`src/rtl/rtc_pkg.sv`:
```
package rtc_pkg;
  localparam logic [14:0] WIN_BASE = 15'h7FF0;
  localparam logic [14:0] A_CEN    = 15'h7FF1;
  localparam logic [14:0] A_CTRL   = 15'h7FF8;
  localparam logic [14:0] A_SEC    = 15'h7FF9;
  localparam logic [14:0] A_MIN    = 15'h7FFA;
  localparam logic [14:0] A_HR     = 15'h7FFB;
  localparam logic [14:0] A_DOW    = 15'h7FFC;
  localparam logic [14:0] A_DATE   = 15'h7FFD;
  localparam logic [14:0] A_MON    = 15'h7FFE;
  localparam logic [14:0] A_YR     = 15'h7FFF;

  typedef struct packed {
    logic [7:0] cen;
    logic [7:0] yr;
    logic [7:0] mon;
    logic [7:0] date;
    logic [7:0] dow;
    logic [7:0] hr;
    logic [7:0] min;
    logic [7:0] sec;
  } rtc_time_t;

  localparam rtc_time_t TIME_RST = '{cen: 8'h20, yr: 8'h00, mon: 8'h01,
                                     date: 8'h01, dow: 8'h01, hr: 8'h00,
                                     min: 8'h00, sec: 8'h00};

  // next BCD value; anything at or above top restarts at first
  function automatic logic [7:0] bcd_step(input logic [7:0] v,
                                          input logic [7:0] top,
                                          input logic [7:0] first);
    if (v >= top) return first;
    if (v[3:0] >= 4'd9) return {v[7:4] + 4'd1, 4'h0};
    return v + 8'd1;
  endfunction

  // two-digit BCD value divisible by four
  function automatic logic bcd_div4(input logic [7:0] v);
    if (v[4]) return (v[3:0] == 4'd2) || (v[3:0] == 4'd6);
    return (v[3:0] == 4'd0) || (v[3:0] == 4'd4) || (v[3:0] == 4'd8);
  endfunction

  function automatic logic is_leap(input logic [7:0] yr, input logic [7:0] cen);
    if (yr == 8'h00) return bcd_div4(cen);
    return bcd_div4(yr);
  endfunction

  function automatic logic [7:0] month_last(input logic [7:0] mon, input logic leap);
    case (mon)
      8'h02:                      return leap ? 8'h29 : 8'h28;
      8'h04, 8'h06, 8'h09, 8'h11: return 8'h30;
      default:                    return 8'h31;
    endcase
  endfunction
endpackage

```
`src/rtl/rtc_prescaler.sv`:
```
module rtc_prescaler #(
  parameter int TICKS_PER_SEC = 32768,
  parameter int CAL_PERIOD    = 64
) (
  input  logic       clk,
  input  logic       rst_n,
  input  logic       tick,
  input  logic       load,
  input  logic [4:0] cal_mag,
  input  logic       cal_fast,
  output logic       sec_pulse
);
  localparam int CW = $clog2(TICKS_PER_SEC + 2);
  localparam int PW = $clog2(CAL_PERIOD);
  localparam logic [CW-1:0] NOM_LAST = CW'(TICKS_PER_SEC - 1);
  localparam logic [PW-1:0] PER_LAST = PW'(CAL_PERIOD - 1);

  logic [CW-1:0] cnt_q;
  logic [CW-1:0] last;
  logic [PW-1:0] per_q;
  logic          trim;

  always_comb begin
    trim = int'(per_q) < int'(cal_mag);
    last = NOM_LAST;
    if (trim) last = cal_fast ? NOM_LAST - CW'(1) : NOM_LAST + CW'(1);
  end

  assign sec_pulse = tick && !load && (cnt_q >= last);

  always_ff @(posedge clk or negedge rst_n) begin
    if (!rst_n) begin
      cnt_q <= '0;
      per_q <= '0;
    end else if (load) begin
      cnt_q <= '0;
    end else if (tick) begin
      if (cnt_q >= last) begin
        cnt_q <= '0;
        per_q <= (per_q == PER_LAST) ? '0 : per_q + PW'(1);
      end else begin
        cnt_q <= cnt_q + CW'(1);
      end
    end
  end


  cnt_range_chk: assert property (@(posedge clk) disable iff (!rst_n)
    cnt_q <= NOM_LAST + CW'(1));


  pulse_restart_chk: assert property (@(posedge clk) disable iff (!rst_n)
    sec_pulse |=> cnt_q == '0);


  load_restart_chk: assert property (@(posedge clk) disable iff (!rst_n)
    load |=> cnt_q == '0);
endmodule

```
`src/rtl/rtc_counters.sv`:
```
module rtc_counters
  import rtc_pkg::*;
(
  input  logic      clk,
  input  logic      rst_n,
  input  logic      sec_pulse,
  input  logic      load,
  input  rtc_time_t load_val,
  output rtc_time_t now_q
);
  rtc_time_t  nxt;
  logic [7:0] last_day;
  logic       c_min, c_hr, c_day, c_mon, c_yr, c_cen;

  always_comb begin
    nxt      = now_q;
    last_day = month_last(now_q.mon, is_leap(now_q.yr, now_q.cen));
    c_min    = now_q.sec >= 8'h59;
    c_hr     = c_min && (now_q.min >= 8'h59);
    c_day    = c_hr && (now_q.hr >= 8'h23);
    c_mon    = c_day && (now_q.date >= last_day);
    c_yr     = c_mon && (now_q.mon >= 8'h12);
    c_cen    = c_yr && (now_q.yr >= 8'h99);
    nxt.sec  = bcd_step(now_q.sec, 8'h59, 8'h00);
    if (c_min) nxt.min  = bcd_step(now_q.min, 8'h59, 8'h00);
    if (c_hr)  nxt.hr   = bcd_step(now_q.hr, 8'h23, 8'h00);
    if (c_day) nxt.dow  = bcd_step(now_q.dow, 8'h07, 8'h01);
    if (c_day) nxt.date = bcd_step(now_q.date, last_day, 8'h01);
    if (c_mon) nxt.mon  = bcd_step(now_q.mon, 8'h12, 8'h01);
    if (c_yr)  nxt.yr   = bcd_step(now_q.yr, 8'h99, 8'h00);
    if (c_cen) nxt.cen  = bcd_step(now_q.cen, 8'h99, 8'h00);
  end

  always_ff @(posedge clk or negedge rst_n) begin
    if (!rst_n)         now_q <= TIME_RST;
    else if (load)      now_q <= load_val;
    else if (sec_pulse) now_q <= nxt;
  end


  load_copy_chk: assert property (@(posedge clk) disable iff (!rst_n)
    load |=> now_q == $past(load_val));


  sec_wrap_chk: assert property (@(posedge clk) disable iff (!rst_n)
    (sec_pulse && !load && now_q.sec == 8'h59) |=> now_q.sec == 8'h00);


  idle_hold_chk: assert property (@(posedge clk) disable iff (!rst_n)
    (!sec_pulse && !load) |=> $stable(now_q));
endmodule

```
`src/rtl/rtc_regs.sv`:
```
module rtc_regs
  import rtc_pkg::*;
(
  input  logic        clk,
  input  logic        rst_n,
  input  logic [14:0] addr,
  input  logic        wr_en,
  input  logic        rd_en,
  input  logic [7:0]  wdata,
  input  rtc_time_t   now,
  input  logic        sec_pulse,
  output logic [7:0]  rdata,
  output logic        rvalid,
  output rtc_time_t   shadow_q,
  output logic        load,
  output logic [4:0]  cal_mag,
  output logic        cal_fast
);
  logic [7:0] ctrl_q;
  logic [7:0] rd_mux;
  logic       refresh_q;
  logic       freeze, set_mode, in_win, ctrl_wr;

  assign freeze   = ctrl_q[0];
  assign set_mode = ctrl_q[1];
  assign cal_fast = ctrl_q[2];
  assign cal_mag  = ctrl_q[7:3];
  assign in_win   = addr >= WIN_BASE;
  assign ctrl_wr  = wr_en && (addr == A_CTRL);
  assign load     = ctrl_wr && set_mode && !wdata[1];

  always_comb begin
    case (addr)
      A_CEN:   rd_mux = shadow_q.cen;
      A_CTRL:  rd_mux = ctrl_q;
      A_SEC:   rd_mux = shadow_q.sec;
      A_MIN:   rd_mux = shadow_q.min;
      A_HR:    rd_mux = shadow_q.hr;
      A_DOW:   rd_mux = shadow_q.dow;
      A_DATE:  rd_mux = shadow_q.date;
      A_MON:   rd_mux = shadow_q.mon;
      A_YR:    rd_mux = shadow_q.yr;
      default: rd_mux = 8'h00;
    endcase
  end

  always_ff @(posedge clk or negedge rst_n) begin
    if (!rst_n) begin
      ctrl_q    <= 8'h00;
      refresh_q <= 1'b0;
      rvalid    <= 1'b0;
      rdata     <= 8'h00;
    end else begin
      if (ctrl_wr) ctrl_q <= wdata;
      refresh_q <= sec_pulse;
      rvalid    <= rd_en && in_win;
      rdata     <= (rd_en && in_win) ? rd_mux : 8'h00;
    end
  end

  always_ff @(posedge clk or negedge rst_n) begin
    if (!rst_n) begin
      shadow_q <= TIME_RST;
    end else if (refresh_q && !freeze && !set_mode) begin
      shadow_q <= now;
    end else if (wr_en && set_mode) begin
      case (addr)
        A_CEN:  shadow_q.cen  <= wdata;
        A_SEC:  shadow_q.sec  <= wdata;
        A_MIN:  shadow_q.min  <= wdata;
        A_HR:   shadow_q.hr   <= wdata;
        A_DOW:  shadow_q.dow  <= wdata;
        A_DATE: shadow_q.date <= wdata;
        A_MON:  shadow_q.mon  <= wdata;
        A_YR:   shadow_q.yr   <= wdata;
        default: ;
      endcase
    end
  end


  rvalid_src_chk: assert property (@(posedge clk) disable iff (!rst_n)
    rvalid |-> $past(rd_en));


  out_window_chk: assert property (@(posedge clk) disable iff (!rst_n)
    (rd_en && !in_win) |=> (!rvalid && rdata == 8'h00));


  freeze_hold_chk: assert property (@(posedge clk) disable iff (!rst_n)
    (freeze && !wr_en) |=> $stable(shadow_q));


  no_set_write_chk: assert property (@(posedge clk) disable iff (!rst_n)
    (!set_mode && !refresh_q) |=> $stable(shadow_q));
endmodule

```
`src/rtl/rtc_calendar_top.sv`:
```
module rtc_calendar_top
  import rtc_pkg::*;
#(
  parameter int TICKS_PER_SEC = 32768,
  parameter int CAL_PERIOD    = 64
) (
  input  logic        clk,
  input  logic        rst_n,
  input  logic        tick_32k,
  input  logic [14:0] bus_addr,
  input  logic        bus_wr,
  input  logic        bus_rd,
  input  logic [7:0]  bus_wdata,
  output logic [7:0]  bus_rdata,
  output logic        bus_rvalid
);
  rtc_time_t  now;
  rtc_time_t  shadow;
  logic       sec_pulse;
  logic       load;
  logic [4:0] cal_mag;
  logic       cal_fast;

  rtc_prescaler #(
    .TICKS_PER_SEC(TICKS_PER_SEC),
    .CAL_PERIOD   (CAL_PERIOD)
  ) u_presc (
    .clk      (clk),
    .rst_n    (rst_n),
    .tick     (tick_32k),
    .load     (load),
    .cal_mag  (cal_mag),
    .cal_fast (cal_fast),
    .sec_pulse(sec_pulse)
  );

  rtc_counters u_cnt (
    .clk      (clk),
    .rst_n    (rst_n),
    .sec_pulse(sec_pulse),
    .load     (load),
    .load_val (shadow),
    .now_q    (now)
  );

  rtc_regs u_regs (
    .clk      (clk),
    .rst_n    (rst_n),
    .addr     (bus_addr),
    .wr_en    (bus_wr),
    .rd_en    (bus_rd),
    .wdata    (bus_wdata),
    .now      (now),
    .sec_pulse(sec_pulse),
    .rdata    (bus_rdata),
    .rvalid   (bus_rvalid),
    .shadow_q (shadow),
    .load     (load),
    .cal_mag  (cal_mag),
    .cal_fast (cal_fast)
  );
endmodule

```
`config.mk`:
```
export PLATFORM = sky130hd
export DESIGN_NAME = rtc_calendar_top
export DESIGN_NICKNAME = d
export VERILOG_FILES = /design/src/rtl/rtc_pkg.sv /design/src/rtl/rtc_prescaler.sv /design/src/rtl/rtc_counters.sv /design/src/rtl/rtc_regs.sv /design/src/rtl/rtc_calendar_top.sv
export SDC_FILE = /design/constraint.sdc
export NUM_CORES = 1
export LEC_CHECK = 0
export BUFFER_PORTS_ARGS = -buffer_cell sky130_fd_sc_hd__buf_2
export CAP_MARGIN = 20
export CORE_MARGIN = 10
export CORE_UTILIZATION = 65
export CTS_BUF_LIST = sky130_fd_sc_hd__clkbuf_4 sky130_fd_sc_hd__clkbuf_8
export DETAILED_ROUTE_END_ITERATION = 10
export PLACE_DENSITY = 0.87
export SLEW_MARGIN = 10
export SYNTH_ARGS = -nofsm -noshare
export SYNTH_HDL_FRONTEND = slang
export SYNTH_HIERARCHICAL = 1
export SYNTH_SLANG_ARGS = --single-unit
```
`constraint.sdc`:
```
create_clock -name clk -period 5 [get_ports clk]
set_input_delay 0.25 -clock clk [delete_from_list [all_inputs] [get_ports clk]]
set_output_delay 0.25 -clock clk [all_outputs]
set_load 0.02 [all_outputs]
```
---- Word-level counts from Yosys, hierarchy flattened ----
Index checks and enable logic that the tools add are counted.
operators by class
  multiplexer cells ....................... 110
  bitwise logic cells ..................... 1
  reduce and logical (&&, ||, !) cells .... 60
  equality and inequality tests ........... 23
  order comparisons ....................... 19
  add/subtract/negate cells ............... 18
operator list
  operator                                                           count
  two-way mux 8 bit                                                  48
  two-way mux 64 bit                                                 4
  equality test 15 bit, second input constant                        9
  two-way mux 16 bit                                                 5
  case mux 8 bit (9 select lines)                                    1
  adder 8 x 1 -> 8 bit, second input constant                        8
  two-way mux 1 bit                                                  50
  nonzero test 2 bit                                                 17
  adder 4 x 1 -> 4 bit, second input constant                        8
  greater-or-equal comparator 4 bit, second input constant           8
  AND reduction 2 bit                                                14
  adder 16 x 1 -> 16 bit, second input constant                      1
  equality test 4 x 3 -> 1 bit, second input constant                4
  equality test 8 x 3 -> 1 bit, second input constant                2
  greater-or-equal comparator 16 bit                                 1
  greater-or-equal comparator 8 x 7 -> 1 bit, second input constant  2
  greater-or-equal comparator 8 bit, second input constant           2
  case mux 8 bit (2 select lines)                                    1
  greater-or-equal comparator 15 bit, second input constant          1
  logical AND 1 bit                                                  14
  equality test 4 x 2 -> 1 bit, second input constant                2
  equality test 4 bit, second input constant                         2
  equality test 8 x 2 -> 1 bit, second input constant                1
  equality test 8 x 4 -> 1 bit, second input constant                1
  other kinds (16)                                                   25
word-level totals
  output and inout port bits .............. 9
  register bits after elaboration ......... 168
  input bits .............................. 28
  word-level logic and storage cells ...... 253

---- Longest topological paths before layout ----
  depth after elaboration ................. 20
  mapped depth ............................ 20
  gate-level depth less buffers ........... 16

---- Cells and area by module ----
Netlist, hierarchy kept.
modules (own cells, without submodules)
  module         cells an instance  area each (um^2)  seq. area each (um^2)  times used
  rtc_counters   510                4605.7            1606.5                 1
  rtc_regs       475                4581.9            2057.0                 1
  rtc_prescaler  165                1446.4            550.5                  1

---- Worst setup path after synthesis ----
OpenSTA, ideal clock, no wires.
  kind .................................... flip-flop to flip-flop
  from .................................... reg u_regs.ctrl_q[4]
  to ...................................... reg u_cnt/now_q[60] in the netlist's numbering
  setup time .............................. 0.120 ns
  buffers on the path ..................... 4
  clock period less this slack ............ 3.894 ns
  stages on the path, launching flop included .. 21
  arrival time ............................ 3.774 ns
  path slack .............................. 1.106 ns
  required time ........................... 4.880 ns
  cells stage by stage .................... dfrtp_1 > buf_4 > inv_1 > ha_1 > a21oi_1 > nor2_1 > or4_1 > ha_1 > nand2b_1 > a21oi_1 > nand4_1 > a221oi_2 > nand2b_2 > inv_1 > clkbuf_1 > or2_2 > nand4_4 > buf_6 > buf_6 > o21bai_1 > o211a_1
between the ends
  word-level cells in the longest chain between the ends .. 6
RTL lines
  what                                RTL line                source
  start: declaration                  rtc_regs.sv:19          logic [7:0] ctrl_q;
  start signal: assignment            rtc_regs.sv:54          if (ctrl_wr) ctrl_q <= wdata;
  < comparator 6 x 5 -> 1 bit         rtc_prescaler.sv:24     trim = int'(per_q) < int'(cal_mag);
  two-way mux 16 bit                  rtc_prescaler.sv:26     if (trim) last = cal_fast ? NOM_LAST - CW'(1) : NOM_LAST + CW'(1);
  greater-or-equal comparator 16 bit  rtc_prescaler.sv:29     assign sec_pulse = tick && !load && (cnt_q >= last);
  logical AND 1 bit                   rtc_prescaler.sv:29
  via sec_pulse                       rtc_calendar_top.sv:19  logic sec_pulse;
  nonzero test 2 bit (no line)        n/a
  AND reduction 2 bit (no line)       n/a
  end signal: assignment              rtc_counters.sv:36      else if (load) now_q <= load_val;
  end signal: assignment              rtc_counters.sv:37      else if (sec_pulse) now_q <= nxt;
  end: declaration                    rtc_counters.sv:9       output rtc_time_t now_q
The timed path passes the listed nets, and every way through them passes these cells.
A chain may end at the register's enable or synchronous reset.

---- Worst setup path in the final report ----
  from .................................... reg u_presc.per_q[1]
  to ...................................... reg u_cnt/now_q[43] in the netlist's numbering
between the ends
  word-level cells in the longest chain between the ends .. 6
RTL lines
  what                                RTL line                source
  start: declaration                  rtc_prescaler.sv:20     logic [PW-1:0] per_q;
  start signal: assignment            rtc_prescaler.sv:40     per_q <= (per_q == PER_LAST) ? '0 : per_q + PW'(1);
  < comparator 6 x 5 -> 1 bit         rtc_prescaler.sv:24
  two-way mux 16 bit                  rtc_prescaler.sv:26
  greater-or-equal comparator 16 bit  rtc_prescaler.sv:29
  logical AND 1 bit                   rtc_prescaler.sv:29
  via sec_pulse                       rtc_calendar_top.sv:19
  nonzero test 2 bit (no line)        n/a
  AND reduction 2 bit (no line)       n/a
The timed path passes the listed nets, and every way through them passes these cells.

==> flow_metrics.py <==
metrics = {
    "timing": {
        "min_period_ns": 4.35,
        "tightest_slew_ns": 1.15,
        "post-route-period-util_pct": 86.9,
        "fin_setup_tns_ns": 0,
        "timing.hold.ws_ns": 0.0258,
        "setup_viol_count_final": 0,
        "finClkSkew_ns": 0.0197,
        "rsz0062_at_grt": "false",
        "fmaxAchievable_ghz": 0.230,
        "fin_ws_ns": 0.654,
        "drv_slew": 0,
        "hold_viol_final": 0,
        "slew_headroom_pct": 23.0,
    },
    "layout": {
        "synthToLayoutAreaGrowth_pct": 6.91,
        "fin_cells": 1382,
        "regArea_um2": 4210,
        "fill_cells": 1190,
        "final_common_cell": "dfrtp_1",
        "drive_gt1_share_pct": 12.3,
        "layout_common_cells": "dfrtp_1, a21oi_1, o21ai_0, nor2_1, nand2_1",
        "final_core_util_pct": 71.3,
        "multi_input_area_um2": 5840,
        "antennaDiodeCount": 0,
        "final_nets": 1241,
    },
    "power_and_ir_drop": {
        "switching_power_mw": 0.744,
        "leakage_nw": 4.93,
        "pwr_density_cell_nw_per_um2": 250,
        "swShare_pct": 26.2,
        "p_int_mw": 2.10,
        "ir_drop_v": 0.000232,
        "power_frac_comb_pct": 8.4,
        "seqPwrFrac_pct": 52.6,
        "power_frac_clock_pct": 39.0,
    },
    "synthesis": {
        "ys_seq_elements": 168,
        "synth_compound_area_share_pct": 25.9,
        "yosys-mux-area-fraction_pct": 4.01,
        "synthAdderAreaFrac_pct": 7.06,
        "async_flop_share_pct": 100,
        "ys_types": 89,
        "synth-xor-area-share_pct": 1.07,
        "yosysWarnings": 6,
        "synth_top_family_by_area": "compound AO/OA/AOI/OAI gates",
        "synth_edf_count": 0,
        "yosys.area_share.simple_pct": 16.7,
        "synthFlopType": "dfrtp_1",
        "ys_seq_area_share_pct": 39.6,
        "postSynthCellCount": 1150,
        "synth_nets": 1238,
        "syn_avg_cell_area_um2": 9.25,
        "syn_area_um2": 10600,
    },
    "clocking": {
        "cts_resized": 0,
        "insertion_delay_ns": 0.47,
        "cts_setup_buffers": 0,
        "clockBufferDepth": 2,
        "clk_pin_slew_ns": 0.10,
        "h-tree-depth": 4,
        "numCtsBuffers": 17,
        "cts_tree": "yes",
        "cts_sinks": 168,
        "ctsHoldBuffers": 1,
        "clock-root-buffer": "clkbuf_8",
    },
    "placed_design": {
        "gp_congestion": 0.949,
        "port_buffers": 36,
        "dp_cells": 1347,
        "dp_hpwl_um": 21400,
        "place_ws_ns": 0.751,
    },
    "global_route": {
        "grt_antenna_before_repair": 1,
        "track_usage_pct": 27.5,
        "grt_start_max_net_pins": 80,
        "grt_pass1_vias": 8992,
        "gr-total-overflow": 0,
        "grt_pass1_wl_um": 48400,
    },
    "worst_setup_path": {
        "cp-start-kind": "register",
        "endpoint_kind": "register",
        "required_ns": 5.39,
        "path_class": "register to register",
        "worstPathArrival_ns": 4.73,
        "cp_max_fo": 30,
    },
    "worst_hold_path": {
        "hold_class": "primary input to register",
    },
    "route": {
        "post_drt_via_cell_ratio": 7.08,
        "first_pass_iters": 7,
        "drt_iter0_drc": 1636,
        "wl_per_cell_um": 22.4,
        "routed_wl_um": 31000,
        "drc": 0,
        "drtAntennaViolNets": 0,
        "vias": 9789,
    },
    "floorplanning": {
        "core_area_um2": 15900,
        "dieArea_um2": 21900,
        "die_w_um": 148,
        "core.rowCount": 46,
        "fp.dieH_um": 148,
        "io_pins": 37,
        "start_util_pct": 66.7,
    },
    "run_status": {
        "status": "complete, no violations",
    },
    "run": {
        "cap_violations": 0,
    },
}
==> worst paths after layout <==
path	start	to	slack (ns)	depth (start not counted)
max	u_presc/per_q[1]$_DFFE_PN0P_	u_cnt/now_q[43]$_DFFE_PN0P_	0.65	16
min	bus_rd	u_regs/rvalid$_DFF_PN0_	0.03	2
max reg2reg	u_presc/per_q[1]$_DFFE_PN0P_	u_cnt/now_q[43]$_DFFE_PN0P_	0.65	16
min reg2reg	u_regs/shadow_q[40]$_DFFE_PN1P_	u_regs/shadow_q[40]$_DFFE_PN1P_	0.52	2
max in group asynchronous	rst_n	u_cnt/now_q[5]$_DFFE_PN0P_	3.75	4
min in group asynchronous	rst_n	u_regs/shadow_q[33]$_DFFE_PN0P_	0.23	2
==> power by group through the flow <==
stage / clock network, mW / registers, mW / logic (mW)
4_1_cts: 1.12 / 1.49 / 0.231
3_5_place_dp: 0 / 1.52 / 0.229
3_3_place_gp: 0 / 1.51 / 0.222
5_1_grt: 1.17 / 1.50 / 0.261
6_report: 1.11 / 1.49 / 0.238
2_1_floorplan: 0 / 1.49 / 0.145
==> per-stage QoR <==
| stage | cell area, um^2 | total power, mW |
|---|---|---|
| global route | 11400 | 2.93 |
| global placement | 10900 | 1.74 |
| finish | 11400 | 2.84 |
| floorplan | 10600 | 1.63 |
| CTS | 11300 | 2.84 |
| detailed placement | 10900 | 1.75 |
==> area by class of cell <==
type / instances / share of cell area, %
multi-input cells: 849 / 51.4
inverters: 60 / 1.98
well taps: 216 / 2.38
clock inverters: 11 / 1.49
clock buffers: 21 / 2.49
flip-flops and latches: 168 / 37.1
repair buffers: 57 / 3.22
==> Yosys cell counts, types with 5 or more instances <==
library cell / count / area [um^2]
xor2_1: 9 / 78.8
nand2_1: 67 / 251
o21ai_0: 93 / 465
a32oi_1: 12 / 105
nand2b_1: 11 / 68.8
inv_1: 60 / 225
buf_2: 17 / 85.1
nand4_1: 10 / 62.6
and3_1: 10 / 62.6
o211ai_1: 10 / 75.1
nor3b_1: 6 / 45.0
nor3_1: 22 / 110
buf_6: 5 / 56.3
a21oi_1: 109 / 546
clkbuf_1: 37 / 139
nor2_1: 93 / 349
mux2i_1: 13 / 130
a22o_1: 10 / 87.6
a221oi_1: 7 / 61.3
o31ai_1: 6 / 45.0
a41oi_1: 19 / 166
o41ai_1: 5 / 43.8
nor4_1: 11 / 68.8
o2bb2ai_1: 11 / 96.3
dfstp_2: 8 / 210
a31oi_1: 33 / 206
nand3_1: 28 / 140
a221o_1: 25 / 250
a22oi_1: 24 / 180
and2_1: 16 / 100
dfrtp_1: 160 / 4000
mux2_2: 15 / 169
ha_1: 60 / 751
or4_1: 5 / 37.5
buf_4: 9 / 67.6
o22ai_1: 15 / 93.8
==> layer usage <==
layer	vias up	track usage [%]	routed length [um]
li1	4349	-	-
met1	4661	35.6	12000
met2	682	42.8	14100
met3	95	7.81	3740
met4	2	10.6	1110
met5	-	0	13
==> registers in the layout, indices dropped and copies added (netlist names) <==
register / count
u_regs/rdata: 8
u_presc/cnt_q: 16
u_cnt/now_q: 64
u_regs/ctrl_q: 8
u_regs/refresh_q: 1
u_presc/per_q: 6
u_regs/shadow_q: 64
u_regs/rvalid: 1
==> critical path, cell delays in order, from the launching register on <==
cell	delay, ns
dfrtp_1	0.44
ha_1	0.30
a21oi_1	0.18
nor2_1	0.06
or4_1	0.47
ha_1	0.27
nand2b_1	0.13
a21oi_1	0.20
nand4_1	0.14
a221oi_2	0.33
nand2b_2	0.22
inv_1	0.19
or2_2	0.38
nand4_4	0.36
buf_4	0.28
o32ai_1	0.11
a21oi_1	0.19
==> cells by family after synthesis <==
logic type / count (synthesis)
AO/OA/AOI/OAI: 415
XOR/XNOR: 13
adder cells (fa/ha/maj): 60
buffers and inverters: 133
flip-flops: 168
multiplexers: 35
AND/OR/NAND/NOR: 326
No activity file was read; power rests on OpenSTA's default activity.
